[src/rtl/backup_wake_pkg.sv]
package backup_wake_pkg;
  typedef enum logic {ST_RUN = 1'b0, ST_HALT = 1'b1} pd_state_t;
endpackage

[src/rtl/backup_wake_sync.sv]
module backup_wake_sync #(
  parameter int W = 1
) (
  input  logic         clk,
  input  logic [W-1:0] d,
  output logic [W-1:0] q_new,
  output logic [W-1:0] q_old
);
  logic [W-1:0] meta;

  always_ff @(posedge clk) begin
    meta  <= d;
    q_new <= meta;
    q_old <= q_new;
  end
endmodule

[src/rtl/backup_wake_detect.sv]
module backup_wake_detect #(
  parameter int NKEY       = 5,
  parameter int GRP_W      = 4,
  parameter int SHARED_GRP = 1
) (
  input  logic [NKEY-1:0]       key_en,
  input  logic                  shared_as_key,
  input  logic                  irq_wake_high,
  input  logic [NKEY*GRP_W-1:0] keys,
  input  logic                  shared,
  output logic                  wake,
  output logic                  irq_active
);
  logic [NKEY-1:0] grp_hit;

  for (genvar g = 0; g < NKEY; g++) begin : g_grp
    assign grp_hit[g] = key_en[g] && !(&keys[g*GRP_W +: GRP_W]);
  end

  logic shared_hit;
  always_comb begin
    irq_active = !shared_as_key && (shared == irq_wake_high);
    if (shared_as_key) shared_hit = key_en[SHARED_GRP] && !shared;
    else               shared_hit = irq_active;
  end

  assign wake = (|grp_hit) || shared_hit;
endmodule

[src/rtl/backup_wake_fsm.sv]
module backup_wake_fsm
  import backup_wake_pkg::*;
(
  input  logic clk,
  input  logic rst,
  input  logic enter_req,
  input  logic wake_ok,
  input  logic irq_edge,
  output logic core_halt,
  output logic core_run,
  output logic vec_load,
  output logic pd_flag,
  output logic irq_flag_set
);
  pd_state_t state;

  always_ff @(posedge clk) begin
    if (rst) begin
      state        <= ST_RUN;
      core_halt    <= 1'b0;
      core_run     <= 1'b1;
      vec_load     <= 1'b1;
      pd_flag      <= 1'b0;
      irq_flag_set <= 1'b0;
    end else begin
      vec_load     <= 1'b0;
      irq_flag_set <= 1'b0;
      case (state)
        ST_RUN: begin
          irq_flag_set <= irq_edge;
          if (enter_req) begin
            state     <= ST_HALT;
            core_halt <= 1'b1;
            core_run  <= 1'b0;
            pd_flag   <= 1'b1;
          end
        end
        ST_HALT: begin
          if (wake_ok) begin
            state     <= ST_RUN;
            core_halt <= 1'b0;
            core_run  <= 1'b1;
            vec_load  <= 1'b1;
          end
        end
        default: state <= ST_RUN;
      endcase
    end
  end
endmodule

[src/rtl/backup_wake_ctrl.sv]
module backup_wake_ctrl #(
  parameter int NKEY       = 5,
  parameter int GRP_W      = 4,
  parameter int SHARED_GRP = 1
) (
  input  logic                  clk,
  input  logic                  rst,
  input  logic                  enter_req,
  input  logic [NKEY-1:0]       key_en,
  input  logic                  shared_as_key,
  input  logic                  irq_wake_high,
  input  logic [NKEY*GRP_W-1:0] key_pins,
  input  logic                  shared_pin,
  output logic                  core_halt,
  output logic                  core_run,
  output logic                  vec_load,
  output logic                  pd_flag,
  output logic                  irq_flag_set
);
  localparam int KW = NKEY * GRP_W;
  localparam int SW = KW + 1;

  logic [SW-1:0] s_new, s_old;

  backup_wake_sync #(.W(SW)) u_sync (
    .clk(clk), .d({shared_pin, key_pins}), .q_new(s_new), .q_old(s_old)
  );

  logic wake_new, wake_old, irq_new, irq_old;

  backup_wake_detect #(.NKEY(NKEY), .GRP_W(GRP_W), .SHARED_GRP(SHARED_GRP)) u_det_new (
    .key_en(key_en), .shared_as_key(shared_as_key), .irq_wake_high(irq_wake_high),
    .keys(s_new[KW-1:0]), .shared(s_new[KW]), .wake(wake_new), .irq_active(irq_new)
  );

  backup_wake_detect #(.NKEY(NKEY), .GRP_W(GRP_W), .SHARED_GRP(SHARED_GRP)) u_det_old (
    .key_en(key_en), .shared_as_key(shared_as_key), .irq_wake_high(irq_wake_high),
    .keys(s_old[KW-1:0]), .shared(s_old[KW]), .wake(wake_old), .irq_active(irq_old)
  );

  backup_wake_fsm u_fsm (
    .clk(clk), .rst(rst), .enter_req(enter_req),
    .wake_ok(wake_new && wake_old),
    .irq_edge(irq_new && !irq_old),
    .core_halt(core_halt), .core_run(core_run), .vec_load(vec_load),
    .pd_flag(pd_flag), .irq_flag_set(irq_flag_set)
  );
endmodule

[config.mk]
export PLATFORM = sky130hd
export DESIGN_NAME = backup_wake_ctrl
export DESIGN_NICKNAME = d
export VERILOG_FILES = /design/src/rtl/backup_wake_pkg.sv /design/src/rtl/backup_wake_sync.sv /design/src/rtl/backup_wake_detect.sv /design/src/rtl/backup_wake_fsm.sv /design/src/rtl/backup_wake_ctrl.sv
export SDC_FILE = /design/constraint.sdc
export NUM_CORES = 1
export LEC_CHECK = 0
export ABC_AREA = 1
export BUFFER_PORTS_ARGS = -buffer_cell sky130_fd_sc_hd__buf_2
export CAP_MARGIN = 20
export CORE_MARGIN = 10
export CORE_UTILIZATION = 55
export DETAILED_ROUTE_END_ITERATION = 7
export GPL_TIMING_DRIVEN = 0
export PLACE_DENSITY = 0.8
export SLEW_MARGIN = 25
export SYNTH_ARGS = -nofsm -noshare
export SYNTH_HDL_FRONTEND = slang
export SYNTH_HIERARCHICAL = 1
export SYNTH_SLANG_ARGS = --single-unit
[constraint.sdc]
create_clock -name clk -period 2.65 [get_ports clk]
set_input_delay 0.3975 -clock clk [delete_from_list [all_inputs] [get_ports clk]]
set_output_delay 0.3975 -clock clk [all_outputs]
set_load 0.005 [all_outputs]
==> flow_summary.ini <==
[power]
power.density_cell_area_nw_per_um2 = 853
power.total_mw = 1.77
leakagePower_nw = 0.990
vdd.ir_drop.worst_mv = 0.484

[yosys]
synth-seq-area-share_pct = 80.6
synth.net_count = 180
synth.ff_latch_count = 69
synth_top_cell_by_area = sky130_fd_sc_hd__dfxtp_1
synthFlopType = sky130_fd_sc_hd__dfxtp_1
syn-cell-area_um2 = 1710
synth_edf_count = 0
ys_top_cells_by_count = sky130_fd_sc_hd__dfxtp_1, sky130_fd_sc_hd__nand2_1, sky130_fd_sc_hd__inv_1, sky130_fd_sc_hd__nor2_1
synth.top_cell.area_share_pct = 80.6
synth_area_per_cell_um2 = 11.5
ys_async_sr_fraction_pct = 0
post-synth-top-count-cell = sky130_fd_sc_hd__dfxtp_1
synth-warning-count = 6
post_synth_num_cell_types = 11
post_synth_inst_count = 149
largest_cells_by_area_after_synthesis = sky130_fd_sc_hd__dfxtp_1, sky130_fd_sc_hd__nand2_1, sky130_fd_sc_hd__inv_1

[clocking]
clock-sinks = 69
cts_tree = yes
htreeDepth = 3
cts.repair.resized = 0
cts_setup_buffers = 0
maximum_clock_path_buffer_count = 2
cts_buffers = 9
holdBufCountCts = 0
clkTransAtPathRegs_ns = 0.11
cts.root.buffer_cell = sky130_fd_sc_hd__clkbuf_4
worst_skew_pair.late_latency_ns = 0.39

[timing]
timing.final.crit_share_pct = 47.9
fin_worst_hold_slack_ns = 0.0936
max_freq_mhz = 789
setup_tns_ns = 0
worst_slew_margin_rel_pct = 87.8
finalWorstSetupSlack_ns = 1.38
tightest_slew_ns = 0.181
finalHoldViolations = 0
fin_crit_ns = 1.27
rsz0062_at_grt = no
finClkSkew_ns = 0.00847
report.final.setup_viol = 0
finalMaxSlewViolations = 0

[placed_design]
place_ws_ns = 1.27
finalWeightedCongestion = 0.675
portBuffers = 35
placed_area_um2 = 1940
placed_cells_incl_taps = 228
detailedPlacementHpwl_mm = 1.99

[grt]
grt_usage_pct = 11.1
grt_remaining_overflow = 0
grt_pass1_vias = 1088
grt_max_degree = 13
antenna_found_initial = 0
first_pass_grt_wire_length_mm = 4.44

[routing]
detail_route.wl_per_cell_um = 10.8
route.antenna.remaining_nets = 0
via_per_inst = 4.15
drt_first_iter_violations = 28
firstDrtPassIters = 4
drc_errors = 0
via_count = 1012
finalWirelength_mm = 2.63

[hold_path]
worstHoldPathType = primary input to register
holdCritStartpoint = key_pins[4]

[final_layout]
post_route_cells_drive_above_1_share_pct = 29.0
layout-area-overhead-vs-synth_pct = 20.9
layout.nets = 226
antenna_cells_inserted = 0
finalCoreUtilization_pct = 68.5
post-route-cell-area_um2 = 2070
non_filler_cells_in_the_finished_layout = 244

[worst_setup_path]
cp_max_fo = 4
critPathRequiredTime_ns = 2.94
critPathKind = register to register
worst_r2r_startpoint = u_sync/q_new[14]
worstRegToRegCells = 11
crit_end = u_fsm/core_run
worstSetupEndpointType = register
critical_path_arrival_ns = 1.56
r2r-end = u_fsm/core_run
setup.reg_to_reg.worst_slack_ns = 1.38
worstSetupStartpointType = register
cp-startpoint = u_sync/q_new[14]

[run]
drv_cap = 0

[die]
floorplan.initialDensity_pct = 56.6
die_height_um = 75.8
io_count = 36
die_area_um2 = 5750
rows = 20
core-area_um2 = 3030
dieWidth_um = 75.8

[status]
run_status = completed
==> placed cells by master, fill, tap and decap left out <==
cell | synthesis | routed
sky130_fd_sc_hd__nand3b_1 | 2 | 2
sky130_fd_sc_hd__nand2_2 | 1 | 1
sky130_fd_sc_hd__buf_2 | 0 | 35
sky130_fd_sc_hd__inv_2 | 3 | 3
sky130_fd_sc_hd__clkbuf_4 | 0 | 9
sky130_fd_sc_hd__inv_1 | 12 | 12
sky130_fd_sc_hd__dfxtp_1 | 69 | 69
sky130_fd_sc_hd__o21ai_0 | 4 | 4
sky130_fd_sc_hd__clkbuf_8 | 0 | 2
sky130_fd_sc_hd__a21oi_1 | 4 | 4
sky130_fd_sc_hd__clkinv_2 | 0 | 2
sky130_fd_sc_hd__nor2_2 | 1 | 1
sky130_fd_sc_hd__clkinvlp_4 | 0 | 2
sky130_fd_sc_hd__o21ai_2 | 2 | 2
sky130_fd_sc_hd__nor2_1 | 11 | 11
sky130_fd_sc_hd__inv_6 | 0 | 1
sky130_fd_sc_hd__nand2_1 | 40 | 40
==> where the power goes <==
part           switching (mW)  total [mW]  internal [mW]
Sequential             0.0196        1.11           1.09
Combinational          0.0323      0.0665         0.0342
Clock                   0.343       0.587          0.244
Total                   0.395        1.77           1.37
==> final cells by class <==
cell class                      instances  area [µm²]
Clock inverter                          5        33.8
Sequential cell                        69        1380
Tap cell                               44        55.1
Inverter                               15        56.3
Fill cell                             239         955
Multi-Input combinational cell         65         277
Clock buffer                           11        95.1
Timing Repair Buffer                   35         175
==> kinds of logic (layout without fill, tap and decap cells) <==
logic type | Yosys count | after routing | share of synthesized area, %
and+or+nand+nor | 55 | 55 | 12.8
buffers and inverters | 15 | 66 | 3.28
AOI/OAI and AO/OA | 10 | 10 | 3.36
DFF | 69 | 69 | 80.6
==> flip-flops by register name, indices dropped and copies added (netlist names) <==
register / cells
u_sync/meta: 21
u_sync/q_new: 21
u_sync/q_old: 21
u_fsm/core_halt: 1
u_fsm/core_run: 1
u_fsm/irq_flag_set: 1
u_fsm/pd_flag: 1
u_fsm/state: 1
u_fsm/vec_load: 1
==> how the worst min path moves through the flow <==
| stage | slack, ns | cells past startpoint | endpoint |
|---|---|---|---|
| global placement | 0.31 | 0 | u_sync/q_new[1] |
| finish | 0.09 | 1 | u_sync/meta[4] |
| detailed placement | 0.31 | 0 | u_sync/q_new[11] |
| CTS | 0.06 | 1 | u_sync/meta[5] |
| global route | 0.04 | 1 | u_sync/meta[4] |
| floorplan | 0.31 | 0 | u_sync/q_new[0] |
==> worst max-delay path: stages (launching register included) <==
cell and delay, ns:
sky130_fd_sc_hd__dfxtp_1 0.38, sky130_fd_sc_hd__nand2_1 0.08, sky130_fd_sc_hd__o21ai_0 0.17, sky130_fd_sc_hd__nand2_1 0.08, sky130_fd_sc_hd__nor2_1 0.09, sky130_fd_sc_hd__nand2_1 0.05, sky130_fd_sc_hd__nand2_1 0.06, sky130_fd_sc_hd__inv_1 0.04
sky130_fd_sc_hd__nand2_1 0.07, sky130_fd_sc_hd__nand2_2 0.08, sky130_fd_sc_hd__inv_2 0.05, sky130_fd_sc_hd__nand2_1 0.04
==> metal layers <==
metal  up-vias  track usage, %  part of all wire (%)
met5         -               0                     0
met4         0            8.04                   1.3
met3         4            7.55                   8.3
met2        31            18.2                    52
met1       434            9.35                    38
li1        543               -                     -
Note: power is estimated with default switching activity, not from simulation.
